$ cat src/rtl/stk_pkg.sv
package stk_pkg;
  parameter int unsigned SP_W = 8;
  parameter int unsigned AW   = 16;
  parameter int unsigned DW   = 8;

  typedef enum logic [2:0] {
    OP_PUSH_ACC = 3'd0,
    OP_POP_ACC  = 3'd1,
    OP_PUSH_PSR = 3'd2,
    OP_POP_PSR  = 3'd3,
    OP_PUSH_RET = 3'd4,
    OP_POP_RET  = 3'd5
  } stk_op_e;

  typedef enum logic [1:0] {ST_IDLE, ST_PUSH_LO, ST_POP_HI} stk_state_e;
  typedef enum logic [1:0] {RD_NONE, RD_BYTE, RD_RET_LO, RD_RET_HI} rd_kind_e;

  function automatic logic [SP_W-1:0] sp_after_push(input logic [SP_W-1:0] sp);
    return sp - 1'b1;
  endfunction

  function automatic logic [SP_W-1:0] sp_after_pop(input logic [SP_W-1:0] sp);
    return sp + 1'b1;
  endfunction

  function automatic logic [AW-1:0] stack_addr(input logic page, input logic [SP_W-1:0] sp);
    return {{(AW-SP_W-1){1'b0}}, page, sp};
  endfunction
endpackage

$ cat src/rtl/stk_mode_reg.sv
module stk_mode_reg #(
  parameter int unsigned ADDR_W    = 16,
  parameter int unsigned DATA_W    = 8,
  parameter logic [15:0] MODE_ADDR = 16'h00FB,
  parameter int unsigned PAGE_BIT  = 2
) (
  input  logic              clk,
  input  logic              rst_n,
  input  logic              wr_en,
  input  logic [ADDR_W-1:0] wr_addr,
  input  logic [DATA_W-1:0] wr_data,
  output logic              page_q
);
  logic hit;
  assign hit = wr_en && (wr_addr == MODE_ADDR[ADDR_W-1:0]);

  always_ff @(posedge clk or negedge rst_n) begin
    if (!rst_n)   page_q <= 1'b0;
    else if (hit) page_q <= wr_data[PAGE_BIT];
  end
endmodule

$ cat src/rtl/stk_pointer.sv
module stk_pointer
  import stk_pkg::*;
(
  input  logic            clk,
  input  logic            rst_n,
  input  logic            step_down,
  input  logic            step_up,
  input  logic            load,
  input  logic [SP_W-1:0] load_val,
  output logic [SP_W-1:0] sp_q
);
  always_ff @(posedge clk or negedge rst_n) begin
    if (!rst_n)         sp_q <= '0;
    else if (step_down) sp_q <= sp_after_push(sp_q);
    else if (step_up)   sp_q <= sp_after_pop(sp_q);
    else if (load)      sp_q <= load_val;
  end
endmodule

$ cat src/rtl/stk_seq.sv
module stk_seq
  import stk_pkg::*;
(
  input  logic            clk,
  input  logic            rst_n,
  input  logic            req_valid,
  input  logic [2:0]      req_op,
  input  logic [DW-1:0]   acc_in,
  input  logic [DW-1:0]   psr_in,
  input  logic [2*DW-1:0] ret_in,
  input  logic            page,
  input  logic [SP_W-1:0] sp,
  output logic [AW-1:0]   ram_addr,
  output logic            ram_we,
  output logic            ram_re,
  output logic [DW-1:0]   ram_wdata,
  output logic            ready,
  output rd_kind_e        rd_next,
  output logic            push_lo_phase,
  output logic            pop_hi_phase
);
  stk_state_e state_q, state_d;
  logic [DW-1:0] hold_q;
  logic          hold_load;
  logic          fire;

  assign ready         = (state_q == ST_IDLE);
  assign fire          = req_valid && ready;
  assign push_lo_phase = (state_q == ST_PUSH_LO);
  assign pop_hi_phase  = (state_q == ST_POP_HI);

  always_comb begin
    state_d   = state_q;
    ram_we    = 1'b0;
    ram_re    = 1'b0;
    ram_wdata = '0;
    rd_next   = RD_NONE;
    hold_load = 1'b0;
    case (state_q)
      ST_IDLE: if (fire) begin
        case (stk_op_e'(req_op))
          OP_PUSH_ACC: begin ram_we = 1'b1; ram_wdata = acc_in; end
          OP_PUSH_PSR: begin ram_we = 1'b1; ram_wdata = psr_in; end
          OP_PUSH_RET: begin
            ram_we    = 1'b1;
            ram_wdata = ret_in[2*DW-1:DW];
            hold_load = 1'b1;
            state_d   = ST_PUSH_LO;
          end
          OP_POP_ACC, OP_POP_PSR: begin ram_re = 1'b1; rd_next = RD_BYTE; end
          OP_POP_RET: begin
            ram_re  = 1'b1;
            rd_next = RD_RET_LO;
            state_d = ST_POP_HI;
          end
          default: ;
        endcase
      end
      ST_PUSH_LO: begin
        ram_we    = 1'b1;
        ram_wdata = hold_q;
        state_d   = ST_IDLE;
      end
      ST_POP_HI: begin
        ram_re  = 1'b1;
        rd_next = RD_RET_HI;
        state_d = ST_IDLE;
      end
      default: state_d = ST_IDLE;
    endcase
  end

  assign ram_addr = ram_re ? stack_addr(page, sp_after_pop(sp)) : stack_addr(page, sp);

  always_ff @(posedge clk or negedge rst_n) begin
    if (!rst_n) begin
      state_q <= ST_IDLE;
      hold_q  <= '0;
    end else begin
      state_q <= state_d;
      if (hold_load) hold_q <= ret_in[DW-1:0];
    end
  end
endmodule

$ cat src/rtl/stack_addr_unit.sv
module stack_addr_unit
  import stk_pkg::*;
#(
  parameter logic [15:0] MODE_ADDR = 16'h00FB,
  parameter int unsigned PAGE_BIT  = 2
) (
  input  logic            clk,
  input  logic            rst_n,
  input  logic            req_valid,
  input  logic [2:0]      req_op,
  input  logic [7:0]      acc_in,
  input  logic [7:0]      psr_in,
  input  logic [15:0]     ret_in,
  output logic            ready,
  output logic            done,
  input  logic            sp_load,
  input  logic [7:0]      sp_load_val,
  output logic [7:0]      sp_out,
  input  logic            mode_we,
  input  logic [15:0]     mode_addr,
  input  logic [7:0]      mode_wdata,
  output logic [15:0]     ram_addr,
  output logic            ram_we,
  output logic            ram_re,
  output logic [7:0]      ram_wdata,
  input  logic [7:0]      ram_rdata,
  output logic            pop_valid,
  output logic [7:0]      pop_data,
  output logic            ret_valid,
  output logic [15:0]     ret_out
);
  logic          page;
  logic          access;
  logic          push_lo_phase;
  logic          pop_hi_phase;
  rd_kind_e      rd_next, rd_kind_q;
  logic [DW-1:0] ret_lo_q;

  stk_mode_reg #(
    .ADDR_W(AW), .DATA_W(DW), .MODE_ADDR(MODE_ADDR), .PAGE_BIT(PAGE_BIT)
  ) u_mode (
    .clk(clk), .rst_n(rst_n), .wr_en(mode_we), .wr_addr(mode_addr),
    .wr_data(mode_wdata), .page_q(page)
  );

  stk_pointer u_sp (
    .clk(clk), .rst_n(rst_n), .step_down(ram_we), .step_up(ram_re),
    .load(sp_load && !access), .load_val(sp_load_val), .sp_q(sp_out)
  );

  stk_seq u_seq (
    .clk(clk), .rst_n(rst_n), .req_valid(req_valid), .req_op(req_op),
    .acc_in(acc_in), .psr_in(psr_in), .ret_in(ret_in), .page(page), .sp(sp_out),
    .ram_addr(ram_addr), .ram_we(ram_we), .ram_re(ram_re), .ram_wdata(ram_wdata),
    .ready(ready), .rd_next(rd_next), .push_lo_phase(push_lo_phase),
    .pop_hi_phase(pop_hi_phase)
  );

  assign access = ram_we || ram_re;
  assign done   = access;

  always_ff @(posedge clk or negedge rst_n) begin
    if (!rst_n) begin
      rd_kind_q <= RD_NONE;
      ret_lo_q  <= '0;
    end else begin
      rd_kind_q <= rd_next;
      if (rd_kind_q == RD_RET_LO) ret_lo_q <= ram_rdata;
    end
  end

  assign pop_valid = (rd_kind_q == RD_BYTE);
  assign pop_data  = ram_rdata;
  assign ret_valid = (rd_kind_q == RD_RET_HI);
  assign ret_out   = {ram_rdata, ret_lo_q};
endmodule

$ cat config.mk
export PLATFORM = sky130hd
export DESIGN_NAME = stack_addr_unit
export DESIGN_NICKNAME = d
export VERILOG_FILES = /design/src/rtl/stk_pkg.sv /design/src/rtl/stk_mode_reg.sv /design/src/rtl/stk_pointer.sv /design/src/rtl/stk_seq.sv /design/src/rtl/stack_addr_unit.sv
export SDC_FILE = /design/constraint.sdc
export NUM_CORES = 1
export LEC_CHECK = 0
export BUFFER_PORTS_ARGS = -buffer_cell sky130_fd_sc_hd__buf_2
export CAP_MARGIN = 20
export CORE_MARGIN = 2
export CORE_UTILIZATION = 42
export DETAILED_ROUTE_END_ITERATION = 10
export PLACE_DENSITY = 0.81
export SYNTH_ARGS = -nofsm -noshare
export SYNTH_HDL_FRONTEND = slang
export SYNTH_SLANG_ARGS = --single-unit
$ cat constraint.sdc
create_clock -name clk -period 2.12 [get_ports clk]
set_clock_uncertainty 0.15 [all_clocks]
set_input_delay 0.212 -clock clk [delete_from_list [all_inputs] [get_ports clk]]
set_output_delay 0.212 -clock clk [all_outputs]
set_load 0.005 [all_outputs]
==> results.json <==
{
  "dr.pass1.iters": 4,
  "r2r_slack_ns": 0.29,
  "cts.sinks": 29,
  "syn_area_mm2": 0.00212,
  "cts_root_buf": "clkbuf_8",
  "start_util": 0.443,
  "met2_usage": 0.341,
  "status": "finished clean",
  "fill_cells": 429,
  "dpl.hpwl_um": 4180,
  "num_rows": 25,
  "worstSkewPairLatency_ns": 0.27,
  "cap_violations": 0,
  "worstPathMaxFanout": 12,
  "cts_max_level": 2,
  "postCtsSetupBuffers": 0,
  "cts_tree": "built",
  "path_delay_family": "flip-flops",
  "routed_via_density": 5.07,
  "p_per_area_mw_per_mm2": 752,
  "max_stage_delay_ns": 0.47,
  "synth_top_area_cell": "dfrtp_1",
  "gp_congestion": 0.925,
  "end_kind": "output pin",
  "hp-class": "input port to register",
  "drt_drc_violations_left": 0,
  "synthArstFlopShare": 1.00,
  "overflow": 0,
  "avgSynthCellArea_um2": 8.55,
  "syn_inst": 248,
  "avgRoutedWirePerCell_um": 13.0,
  "grt_pass1_wl_um": 8550,
  "tightest_slew_ns": 0.689,
  "r2r-start": "u_seq.state_q[0]$_DFFE_PN0P_",
  "critical_path_class": "register to output pin",
  "finalCritPeriodShare": 0.948,
  "cts_inserted_buffers": 5,
  "path_buf_inv": 2,
  "antenna_found_initial": 0,
  "top_usage_layer": "met2",
  "grt.total_usage": 0.198,
  "drt-total-wl_um": 5640,
  "fmax_mhz": 497,
  "dr.first_iter.drc_count": 120,
  "io_pins": 142,
  "synth_seq_cells": 29,
  "setup_viol": 0,
  "slew_headroom": 0.540,
  "diodes": 0,
  "hold_path_end": "u_mode.page_q$_DFFE_PN0P_",
  "reg2regPathDepth": 7,
  "place_inst": 416,
  "min_from": "mode_wdata[2]",
  "hold_viol_final": 0,
  "setup-tns-final_ns": 0,
  "layout_commonest_cell": "buf_2",
  "critPathArrivalTime_ns": 1.65,
  "die_w_um": 75.1,
  "crit_path_top_delay_cell": "dfrtp_2",
  "rsz0062_at_grt": "false",
  "r2r-end": "u_sp.sp_q[2]$_DFFE_PN0P_",
  "final_cell_mix": "127 x buf_2, 41 x nand2_1, 26 x dfrtp_1, 13 x o21ai_0, 11 x nor2_1",
  "grt_use_met3": 0.0549,
  "core_mm2": 0.00479,
  "synth_top_area_frac": 0.342,
  "dr_total_vias": 2194,
  "layout.nets": 447,
  "die_area_mm2": 0.00563,
  "synthDistinctLibCells": 49,
  "grt_max_degree": 30,
  "synthFlopType": "dfrtp_1",
  "fin_cells": 433,
  "crit_chain": "a31oi_4 -> or2_4 -> inv_2 -> nand2_1 -> xnor2_1 -> buf_2",
  "ys_seq_area_frac": 0.342,
  "drive_above_1_share": 0.448,
  "clock_path_buffers": 2,
  "met1_usage": 0.239,
  "fin_crit_ns": 2.01,
  "die_h_um": 75.1,
  "port_buffers": 127,
  "synthTopCellsByArea": "dfrtp_1 34%, buf_4 9.2%, nand2_1 7.3%",
  "start_kind": "register",
  "grt_pass1_vias": 1954,
  "drv_slew": 0,
  "whs_path_depth": 2,
  "detail-route-antenna-nets": 0,
  "utilization": 0.602,
  "path_clk_slew_ns": 0.06,
  "synthToLayoutAreaGrowth_pct": 35.9,
  "ys_warn_count": 0,
  "synth_edf_count": 0,
  "ir_drop_mv": 0.328,
  "worstPathRequired_ns": 1.76,
  "power.static_leakage_uw": 0.00150
}
==> cell usage after synthesis (2+ instances only) <==
library cell and instances:
o22ai_1 3, mux2i_1 9, buf_4 26, nand2_1 41, a21oi_1 8, nor2_1 11, a222oi_1 2, a211oi_1 2
ha_1 2, xnor2_1 9, xor2_1 3, dfrtp_1 29, o2bb2ai_1 2, nor3_1 3, a221oi_1 2, mux2_2 9
and3_1 2, o21ai_0 13, buf_2 4, a22o_1 8, inv_2 3, nor2b_1 5, clkbuf_1 6, inv_1 7
nand4_1 4, a31oi_1 3, nand3_1 5, nor4_1 6
==> flip-flops by register name, indices dropped and copies added (netlist names) <==
register / flops
ret_lo_q: 8
u_seq.hold_q: 8
u_sp.sp_q: 8
rd_kind_q: 2
u_seq.state_q: 2
u_mode.page_q: 1
==> how the worst max path moves through the flow <==
stage,from,end,cells past startpoint
6_report,u_seq.state_q[1]$_DFFE_PN0P_,ram_addr[7],6
5_1_grt,u_sp.sp_q[2]$_DFFE_PN0P_,ram_addr[5],5
4_1_cts,u_sp.sp_q[0]$_DFFE_PN0P_,ram_addr[6],5
3_5_place_dp,req_op[2],u_seq.hold_q[4]$_DFFE_PN0P_,8
3_3_place_gp,req_op[2],u_seq.hold_q[4]$_DFFE_PN0P_,8
2_1_floorplan,u_seq.state_q[1]$_DFFE_PN0P_,u_sp.sp_q[2]$_DFFE_PN0P_,7
==> cells by family (layout without fill, tap and decap cells) <==
kind of cell             after synthesis  in the layout  share of synthesized area
flip-flops                            29             29                      0.342
adder cells (fa/ha/maj)                2              2                     0.0118
multiplexers                          18             18                     0.0903
other                                  1              7                    0.00177
AO/OA/AOI/OAI                         50             50                      0.168
XOR/XNOR                              12             12                     0.0496
buffers and inverters                 49            161                      0.139
AND/OR/NAND/NOR                       87             87                      0.198
==> area by class of cell <==
| class | instances | area, um^2 | share of cell area |
|---|---|---|---|
| timing repair buffer | 142 | 771 | 0.267 |
| tap | 67 | 83.8 | 0.0291 |
| clock buffer | 7 | 86.3 | 0.0300 |
| clock inverter | 1 | 30.0 | 0.0104 |
| inverter | 11 | 41.3 | 0.0143 |
| sequential | 29 | 729 | 0.253 |
| multi-input combinational | 176 | 1140 | 0.396 |
==> what timing repair did <==
action / CTS / global route
endpoints found under the setup margin: 7 / 15
resized for setup: 1 / 7
hold endpoints to repair: 37 / 0
hold buffers: 9 / 0
==> per-stage QoR <==
| stage | instance area, um^2 | total power [uW] | setup WS, ns | hold slack (ns) |
|---|---|---|---|---|
| 3_5_place_dp | 2660 | 1560 | 0.190 | 0.143 |
| 4_1_cts | 2860 | 2170 | 0.000891 | 0.0192 |
| 2_1_floorplan | 2140 | 1270 | 0.429 | -0.234 |
| 6_report | 2880 | 2170 | 0.110 | 0.0299 |
| 3_3_place_gp | 2660 | 1540 | 0.209 | 0.144 |
| 5_1_grt | 2880 | 2320 | 0.00272 | 0.0184 |
==> per-layer routing <==
metal,wire [um],part of all wire,vias to the layer above
met3,429,0.076,2
met5,0,0,-
met2,2750,0.49,107
li1,-,-,1072
met1,2430,0.43,1013
met4,34,0.0060,0
==> power by group <==
| part | switching (uW) | total (uW) | internal (uW) |
|---|---|---|---|
| clock | 204 | 587 | 383 |
| combinational | 368 | 762 | 394 |
| sequential | 144 | 818 | 674 |
| total | 716 | 2170 | 1450 |
No activity file was read; power rests on OpenSTA's default activity.
